File: src/rtl/tree_route_pkg.sv
package tree_route_pkg;
  typedef enum logic [1:0] {
    RK_LOCAL = 2'd0,
    RK_UP    = 2'd1,
    RK_DOWN  = 2'd2
  } route_kind_e;
endpackage

File: src/rtl/tree_climb_calc.sv
// Climb count from the XOR of the two node addresses: one more than the
// index of the highest radix-k digit that differs.
module tree_climb_calc #(
  parameter  int RADIX  = 4,
  parameter  int LEVELS = 4,
  localparam int DW     = $clog2(RADIX),
  localparam int AW     = LEVELS * DW,
  localparam int CW     = $clog2(LEVELS + 1)
) (
  input  logic [AW-1:0] src,
  input  logic [AW-1:0] dst,
  output logic [CW-1:0] climb,
  output logic          same_node
);
  logic [AW-1:0] rel;
  assign rel = src ^ dst;

  function automatic logic [CW-1:0] top_digit_plus1(input logic [AW-1:0] r);
    logic [CW-1:0] c;
    c = '0;
    for (int d = 0; d < LEVELS; d++) begin
      if (r[d*DW +: DW] != '0) c = CW'(d + 1);
    end
    return c;
  endfunction

  assign climb     = top_digit_plus1(rel);
  assign same_node = (rel == '0);
endmodule

File: src/rtl/tree_hop_decide.sv
// Combinational per-hop decision: local, up (count down remaining climb), or down.
module tree_hop_decide
  import tree_route_pkg::*;
#(
  parameter  int RADIX  = 4,
  parameter  int LEVELS = 4,
  localparam int DW     = $clog2(RADIX),
  localparam int AW     = LEVELS * DW,
  localparam int CW     = $clog2(LEVELS + 1),
  localparam int LW     = (LEVELS > 1) ? $clog2(LEVELS) : 1
) (
  input  logic          inject,
  input  logic [CW-1:0] climb,
  input  logic [CW-1:0] up_rem,
  input  logic [AW-1:0] dst,
  input  logic [LW-1:0] level,
  output route_kind_e   kind,
  output logic [DW-1:0] port,
  output logic [CW-1:0] next_rem
);
  localparam logic [CW-1:0] ONE_C = CW'(1);

  function automatic logic [DW-1:0] digit_at(input logic [AW-1:0] a,
                                             input logic [LW-1:0] lvl);
    logic [DW-1:0] g;
    g = '0;
    for (int j = 0; j < LEVELS; j++) begin
      if (lvl == LW'(j)) g = a[j*DW +: DW];
    end
    return g;
  endfunction

  always_comb begin
    kind     = RK_LOCAL;
    port     = '0;
    next_rem = '0;
    if (inject) begin
      if (climb != '0) begin
        kind     = RK_UP;
        next_rem = climb - ONE_C;
      end
    end else if (up_rem != '0) begin
      kind     = RK_UP;
      next_rem = up_rem - ONE_C;
    end else begin
      kind = RK_DOWN;
      port = digit_at(dst, level);
    end
  end
endmodule

File: src/rtl/tree_parent_rr.sv
// Rotating choice among several parent ports; advances once per upward hop.
module tree_parent_rr #(
  parameter  int PARENTS = 3,
  localparam int PW      = (PARENTS > 1) ? $clog2(PARENTS) : 1
) (
  input  logic          clk,
  input  logic          rst_n,
  input  logic          advance,
  output logic [PW-1:0] ptr
);
  generate
    if (PARENTS == 1) begin : g_single
      assign ptr = '0;
    end else begin : g_multi
      localparam logic [PW-1:0] LAST_C = PW'(PARENTS - 1);
      logic [PW-1:0] ptr_q;
      always_ff @(posedge clk) begin
        if (!rst_n)       ptr_q <= '0;
        else if (advance) ptr_q <= (ptr_q == LAST_C) ? '0 : ptr_q + PW'(1);
      end
      assign ptr = ptr_q;
    end
  endgenerate
endmodule

File: src/rtl/tree_route_unit.sv
module tree_route_unit
  import tree_route_pkg::*;
#(
  parameter  int RADIX   = 4,
  parameter  int LEVELS  = 4,
  parameter  int PARENTS = 3,
  localparam int DW      = $clog2(RADIX),
  localparam int AW      = LEVELS * DW,
  localparam int CW      = $clog2(LEVELS + 1),
  localparam int LW      = (LEVELS > 1) ? $clog2(LEVELS) : 1,
  localparam int PW      = (PARENTS > 1) ? $clog2(PARENTS) : 1
) (
  input  logic          clk,
  input  logic          rst_n,
  input  logic [LW-1:0] cfg_level,
  input  logic          in_valid,
  output logic          in_ready,
  input  logic          in_inject,
  input  logic [AW-1:0] in_src,
  input  logic [AW-1:0] in_dst,
  input  logic [CW-1:0] in_up_rem,
  output logic          out_valid,
  input  logic          out_ready,
  output logic [1:0]    out_kind,
  output logic [DW-1:0] out_port,
  output logic [PW-1:0] out_parent,
  output logic [CW-1:0] out_up_rem,
  output logic [AW-1:0] out_dst
);
  // Named internal events, visible to the bound checker.
  logic          accept;
  logic          up_taken;
  logic [CW-1:0] climb;
  logic          same_node;
  route_kind_e   dec_kind;
  logic [DW-1:0] dec_port;
  logic [CW-1:0] dec_rem;
  logic [PW-1:0] rr_ptr;

  tree_climb_calc #(.RADIX(RADIX), .LEVELS(LEVELS)) climb_i (
    .src(in_src), .dst(in_dst), .climb(climb), .same_node(same_node)
  );

  tree_hop_decide #(.RADIX(RADIX), .LEVELS(LEVELS)) decide_i (
    .inject(in_inject), .climb(climb), .up_rem(in_up_rem), .dst(in_dst),
    .level(cfg_level), .kind(dec_kind), .port(dec_port), .next_rem(dec_rem)
  );

  tree_parent_rr #(.PARENTS(PARENTS)) rr_i (
    .clk(clk), .rst_n(rst_n), .advance(up_taken), .ptr(rr_ptr)
  );

  assign in_ready = !out_valid || out_ready;
  assign accept   = in_valid && in_ready;
  assign up_taken = accept && (dec_kind == RK_UP);

  always_ff @(posedge clk) begin
    if (!rst_n) begin
      out_valid  <= 1'b0;
      out_kind   <= RK_LOCAL;
      out_port   <= '0;
      out_parent <= '0;
      out_up_rem <= '0;
      out_dst    <= '0;
    end else if (accept) begin
      out_valid  <= 1'b1;
      out_kind   <= dec_kind;
      out_port   <= dec_port;
      out_parent <= (dec_kind == RK_UP) ? rr_ptr : '0;
      out_up_rem <= dec_rem;
      out_dst    <= in_dst;
    end else if (out_ready) begin
      out_valid  <= 1'b0;
    end
  end
endmodule

File: config.mk
export PLATFORM = sky130hd
export DESIGN_NAME = tree_route_unit
export DESIGN_NICKNAME = d
export VERILOG_FILES = /design/src/rtl/tree_route_pkg.sv /design/src/rtl/tree_climb_calc.sv /design/src/rtl/tree_hop_decide.sv /design/src/rtl/tree_parent_rr.sv /design/src/rtl/tree_route_unit.sv
export SDC_FILE = /design/constraint.sdc
export NUM_CORES = 1
export LEC_CHECK = 0
export BUFFER_PORTS_ARGS = -buffer_cell sky130_fd_sc_hd__buf_2
export CORE_ASPECT_RATIO = 0.6
export CORE_MARGIN = 2
export CORE_UTILIZATION = 40
export DETAILED_ROUTE_END_ITERATION = 8
export PLACE_DENSITY_LB_ADDON = 0.2
export SLEW_MARGIN = 40
export SYNTH_ARGS = -nofsm -noshare
export SYNTH_HDL_FRONTEND = slang
export SYNTH_SLANG_ARGS = --single-unit
export TNS_END_PERCENT = 10
File: constraint.sdc
create_clock -name clk -period 2 [get_ports clk]
set_input_delay 0.6 -clock clk [delete_from_list [all_inputs] [get_ports clk]]
set_output_delay 0.6 -clock clk [all_outputs]
set_load 0.02 [all_outputs]
==> impl_metrics.csv, run 1 <==
group,metric,value,unit
sta,finalSetupViolCount,0,
logic_synthesis,ys_ff_latch,20,
worst_hold_path,min-delay-start,"out_dst[2]",
floorplanning,die_w,69.8,um
pwr,p_int,0.702,mW
setup_path,critPathMaxFanout,3,
sta,grt_setup_unrepaired,"no",
logic_synthesis,syn_nets,144,
pwr,p_clk_frac,0.325,
sta,hold_violations,0,
pwr,switching_share,0.287,
clock_tree,clkSlewWorstSetupHoldPaths,0.08,ns
sta,post-route-min-period,1.74,ns
routing,routed_wl,2.69,mm
setup_path,endpoint_kind,"flop",
setup_path,worstPathRequired,2.15,ns
final_layout,nFillCells,240,
logic_synthesis,yosysSeqAreaShare,0.386,
routing,ant_nets,0,
routing,vias,1019,
pwr,leakage,0.637,nW
placed_design,place.gp.congestion,0.800,
floorplanning,die_h,43.5,um
final_layout,final_common_cell,"buf_2",
sta,max_freq,574,MHz
clock_tree,cts_resized,0,
worst_hold_path,worstHoldPathType,"reg -> reg",
final_layout,nNetsFinal,197,
pwr,power_frac_comb,0.222,
floorplanning,die-area,3030,sq um
pwr,peakVddDrop,428,uV
routing,wl_per_cell,13.5,um
floorplanning,boundaryPins,45,
final_layout,mostFrequentLayoutCells,"buf_2 (44), nand2_1 (27), dfxtp_1 (20)",
clock_tree,cts_hold_buf,0,
floorplanning,start_util,0.418,
setup_path,rrSetupSlack,0.55,ns
floorplanning,placementRows,14,
setup_path,critical_path_class,"in -> reg",
logic_synthesis,avgSynthCellArea,8.95,sq um
logic_synthesis,yosys_warnings,0,
routing,first_pass_iters,4,
logic_synthesis,postSynthCellCount,116,
clock_tree,cts_setup_buffers,0,
global_routing,grt_pass1_wl,4.39,mm
setup_path,reg2regPathDepth,6,
setup_path,rr_startpoint,"out_valid",
setup_path,worstPathArrival,1.89,ns
floorplanning,core,2490,sq um
setup_path,r2r_end,"out_up_rem[2]",
logic_synthesis,syn_area,1040,sq um
setup_path,slowest_stage,"or2_2",
logic_synthesis,synthTopCellsByArea,"dfxtp_1 (39%), nand2_1 (9.8%), a21boi_0 (8.7%)",
routing,via_per_inst,5.10,
global_routing,grt_pass1_vias,942,
clock_tree,tritoncts,"yes",
clock_tree,insertion_delay,0.26,ns
setup_path,slowest_delay,0.32,ns
sta,slew_violations,0,
pwr,seq_power_share,0.453,
placed_design,hpwl,2.16,mm
sta,max_slew_margin,0.729,
setup_path,crit_chain,"buf_2, or2_2, inv_1, ha_1, nor2b_1, nor4_1, a32oi_1, o311ai_1",
sta,worst_slew_pin_slew,0.404,ns
final_layout,drive_above_1_share,0.369,
setup_path,crit_path_start_kind,"input port",
clock_tree,htreeDepth,1,
logic_synthesis,synth_top_area_frac,0.386,
logic_synthesis,yosys.cell_types.count,34,
final_layout,n_antenna_cell,0,
clock_tree,numCtsBuffers,3,
final_layout,fin_util,0.561,
sta,fin_crit_sh,0.871,
routing,drc,0,
worst_hold_path,holdPathStages,2,
global_routing,grt_usage,0.187,
placed_design,port_buffers,44,
flow_run,drv_cap,0,
worst_hold_path,hold_end,"out_dst[2]",
global_routing,grt_overflow,0,
final_layout,area_growth,34.5,%
pwr,p_switching,0.282,mW
sta,holdWs,0.454,ns
pwr,power.density,704,nW/um^2
global_routing,grt_max_degree,26,
logic_synthesis,synth_top_area_cell,"dfxtp_1",
sta,finalClockSkew,0.00741,ns
global_routing,antenna_found_initial,0,
routing,drtIter0Drc,65,
outcome,status,"completed",
clock_tree,clock-sinks,20,
clock_tree,cts_buffer_depth,2,
clock_tree,root_buffer,"clkbuf_8",
critical path, delay by kind of cell:
kind                     cells  cell delay, ns
AND/OR/NAND/NOR              3            0.65
buffers and inverters        2            0.19
adder cells (fa/ha/maj)      1            0.18
AO/OA/AOI/OAI                2            0.27
power by group through the flow:
| stage | Sequential (mW) | Clock, mW | Combinational [mW] |
|---|---|---|---|
| global route | 0.450 | 0.343 | 0.240 |
| detailed placement | 0.454 | 0 | 0.220 |
| finish | 0.446 | 0.319 | 0.218 |
| global placement | 0.454 | 0 | 0.213 |
| CTS | 0.445 | 0.325 | 0.220 |
| floorplan | 0.477 | 0 | 0.104 |
stage by stage:
stage / cell area, sq um / setup slack [ns] / power [mW] / std cells / TNS [ns]
CTS: 1400 / 0.255 / 0.990 / 200 / 0
global placement: 1340 / 0.0707 / 0.667 / 196 / 0
floorplan: 1040 / 0.166 / 0.581 / 116 / 0
detailed placement: 1340 / -0.0218 / 0.674 / 196 / -0.0298
global route: 1400 / 0.144 / 1.03 / 200 / 0
finish: 1400 / 0.259 / 0.984 / 200 / 0
area by class of cell:
cell class                 instances  area [sq um]  share of cell area
multi-input combinational         88           606               0.434
clock buffer                       4          55.1              0.0394
sequential                        20           400               0.287
tap                               32          40.0              0.0287
timing repair buffer              52           280               0.201
inverter                           4          15.0              0.0108
kinds of logic after synthesis:
| kind of cell | Yosys count | share of synthesized area |
|---|---|---|
| flops | 20 | 0.386 |
| mux | 2 | 0.0470 |
| xor+xnor | 8 | 0.0675 |
| fa+ha+maj | 2 | 0.0241 |
| buf+inv | 8 | 0.0313 |
| simple gates | 46 | 0.210 |
| compound gates | 30 | 0.235 |
sequential cells by signal, indices dropped and copies added, names as in the netlist:
signal / count
out_parent: 2
rr_i.ptr: 2
out_valid: 1
out_port: 2
out_kind: 2
out_up_rem: 3
out_dst: 8
worst max-delay path by stage:
stage	from	to	slack (ns)	cells after the start
4_1_cts	in_up_rem[0]	rr_i.ptr[0]	0.26	8
5_1_grt	in_up_rem[0]	out_port[1]	0.14	8
6_report	in_up_rem[0]	rr_i.ptr[0]	0.26	8
2_1_floorplan	in_up_rem[0]	rr_i.ptr[0]	0.17	7
3_5_place_dp	in_up_rem[0]	rr_i.ptr[0]	-0.02	8
3_3_place_gp	in_up_rem[0]	rr_i.ptr[1]	0.07	8
synthesized netlist by cell type:
cell / number
o221ai_1: 1
xor2_1: 2
inv_1: 4
a21boi_0: 12
clkbuf_1: 2
a32oi_1: 2
nand4_1: 1
a21boi_1: 3
nand3_1: 4
o2bb2ai_1: 1
o211ai_1: 1
o21ai_0: 3
and2_1: 1
xnor2_1: 6
nand3b_1: 2
o311ai_1: 2
mux4_2: 1
or3b_1: 1
ha_1: 2
a211oi_1: 1
mux4_1: 1
nor2b_1: 2
nand2_1: 27
nand2b_1: 1
a21oi_1: 1
nor4_1: 2
or2_4: 1
o311a_4: 1
or2_1: 1
or2_2: 1
nor2_1: 2
dfxtp_1: 20
buf_2: 2
a32o_2: 2
routing by layer:
layer,wire length (um),part of all wire,up-vias,global-route usage
met2,1130,0.42,32,0.278
met5,0,0,-,0
met1,1370,0.51,466,0.264
met4,11,0.0041,0,0.0462
met3,185,0.069,2,0.0651
li1,-,-,519,-
No activity file was read; power rests on OpenSTA's default activity.
==> run 2, diff against run 1 <==
--- a/config.mk
+++ b/config.mk
@@ -8,7 +8,7 @@
 export BUFFER_PORTS_ARGS = -buffer_cell sky130_fd_sc_hd__buf_2
 export CORE_ASPECT_RATIO = 0.6
 export CORE_MARGIN = 2
-export CORE_UTILIZATION = 40
+export CORE_UTILIZATION = 39
 export DETAILED_ROUTE_END_ITERATION = 8
 export PLACE_DENSITY_LB_ADDON = 0.2
 export SLEW_MARGIN = 40
==> run 2 against run 1 <==
  * Routed wire length decreased by 0.52%
  * Die area increased by 2.4%
  * Combinational power about the same
  * First-iteration DRC count decreased by 22%
  * Total power decreased by 5.4%
  * Sequential share of layout area increased by 0.60 points
  * Via count decreased by 1.2%
  * Global-route usage decreased by 0.21 points
  * Critical endpoint is now in_ready
  * Setup slack got worse by 0.12 ns
  * Count of clock-buffer cells in the layout decreased by 1
==> impl_metrics.csv, run 2 (synthesis gave the netlist of run 1 again) <==
group,metric,value,unit
outcome,status,"completed",
clock_tree,htreeDepth,1,
clock_tree,cts_hold_buf,0,
setup_path,worstPathRequired,1.40,ns
clock_tree,tritoncts,"yes",
routing,ant_nets,0,
floorplanning,start_util,0.412,
sta,max_freq,536,MHz
final_layout,top_regs,"out_dst (8), out_up_rem (3)",
floorplanning,die_w,70.6,um
setup_path,crit_chain,"buf_2, nor2b_1, inv_1, buf_2",
final_layout,postLayoutCellArea,1370,sq um
final_layout,drive_above_1_share,0.358,
worst_hold_path,worstHoldPathType,"reg -> reg",
clock_tree,clkSlewWorstSetupHoldPaths,0.07,ns
sta,max_slew_margin,0.762,
routing,via_per_inst,5.11,
placed_design,placed_cell_area,1330,sq um
floorplanning,placementRows,14,
placed_design,hpwl,2.09,mm
routing,vias,1007,
sta,finalSetupViolCount,0,
sta,slew_violations,0,
clock_tree,numCtsBuffers,3,
clock_tree,root_buffer,"clkbuf_8",
routing,drc,0,
global_routing,grt_pass1_wl,4.50,mm
placed_design,port_buffers,44,
setup_path,critical_path_class,"in -> out",
floorplanning,core,2520,sq um
pwr,peakVddDrop,259,uV
clock_tree,cts_resized,0,
routing,first_pass_iters,4,
setup_path,path_delay_family,"buffers and inverters",
floorplanning,boundaryPins,45,
clock_tree,clock-sinks,20,
floorplanning,die_h,44.0,um
setup_path,critPathMaxFanout,4,
setup_path,rr_startpoint,"out_valid",
setup_path,worstPathArrival,1.27,ns
final_layout,n_antenna_cell,0,
global_routing,grt_overflow,0,
routing,routed_wl,2.68,mm
setup_path,endpoint_kind,"primary output",
setup_path,cp_num_buf_inv,3,
pwr,power.density,680,nW/um^2
final_layout,area_growth,31.7,%
sta,grt_setup_unrepaired,"no",
setup_path,crit_path_start_kind,"input port",
flow_run,drv_cap,0,
final_layout,layout.cells.non_filler,197,
global_routing,grt_usage,0.185,
routing,wl_per_cell,13.6,um
global_routing,grt_pass1_vias,1025,
placed_design,place.gp.congestion,0.793,
clock_tree,insertion_delay,0.26,ns
setup_path,cp_num_cells,4,
setup_path,reg2regPathDepth,6,
sta,hold_violations,0,
setup_path,slowest_delay,0.24,ns
clock_tree,cts_setup_buffers,0,
sta,timing.final.ws_setup,0.134,ns
global_routing,grt_max_degree,26,
final_layout,largest_register_ffs,8,
setup_path,rrSetupSlack,0.53,ns
pwr,leakage,0.619,nW
floorplanning,die-area,3110,sq um
worst_hold_path,holdPathStages,2,
setup_path,path_common_cell,"buf_2",
sta,fin_crit_sh,0.933,
setup_path,cp-startpoint,"out_ready",
setup_path,slowest_stage,"nor2b_1",
final_layout,nNetsFinal,195,
final_layout,largest-register,"out_dst",
placed_design,pre_cts_ws,-0.0253,ns
final_layout,mostFrequentLayoutCells,"buf_2 (44), nand2_1 (27), dfxtp_1 (20)",
final_layout,final_common_cell,"buf_2",
clock_tree,cts_buffer_depth,2,
setup_path,r2r_end,"out_dst[1]",
placed_design,placed_cells,194,
worst_hold_path,hold_end,"out_up_rem[2]",
global_routing,antenna_found_initial,0,
worst_hold_path,min-delay-start,"out_up_rem[2]",
sta,worst_slew_pin_slew,0.354,ns
sta,finalClockSkew,0.00458,ns
sta,post-route-min-period,1.87,ns
routing,drtIter0Drc,51,
pwr,total_power,0.930,mW
## run 2: per-layer routing
metal  vias up  track usage  routed length (um)  part of all wire
li1        510            -                   -                 -
met1       461        0.248                1360              0.51
met2        36        0.300                1130              0.42
met3         0       0.0674                 196             0.073
met4         0       0.0226                   0                 0
met5         -            0                   0                 0
## run 2: worst min-delay path: stages (launching register included)
cell,delay [ns]
dfxtp_1,0.31
nand2_1,0.05
a21boi_1,0.05
## run 2: worst max path at each step
stage | endpoint | slack, ns
global route | in_ready | 0.09
finish | in_ready | 0.13
global placement | rr_i.ptr[0] | 0.06
CTS | in_ready | 0.14
floorplan | rr_i.ptr[0] | 0.17
detailed placement | rr_i.ptr[0] | -0.03
## run 2: cell type report
type	count	area, sq um
repair buffers	50	265
clock buffers	3	41.3
flip-flops and latches	20	400
fillers	259	1150
well taps	32	40.0
inverters	4	15.0
multi-input cells	88	606
## run 2: per-stage QoR
stage | setup TNS, ns | util | hold slack (ns)
final | 0 | 0.542 | 0.451
after global routing | 0 | 0.542 | 0.473
after CTS | 0 | 0.542 | 0.455
after detailed placement | -0.0253 | 0.526 | 0.444
after global placement | 0 | 0.526 | 0.437
after floorplan | 0 | - | 0.488
## run 2: where the power goes
group / internal [mW] / total (mW) / switching, mW / leakage (nW)
registers: 0.427 / 0.447 / 0.0201 / 0.164
logic: 0.0968 / 0.216 / 0.119 / 0.433
clock network: 0.134 / 0.268 / 0.133 / 0.0216
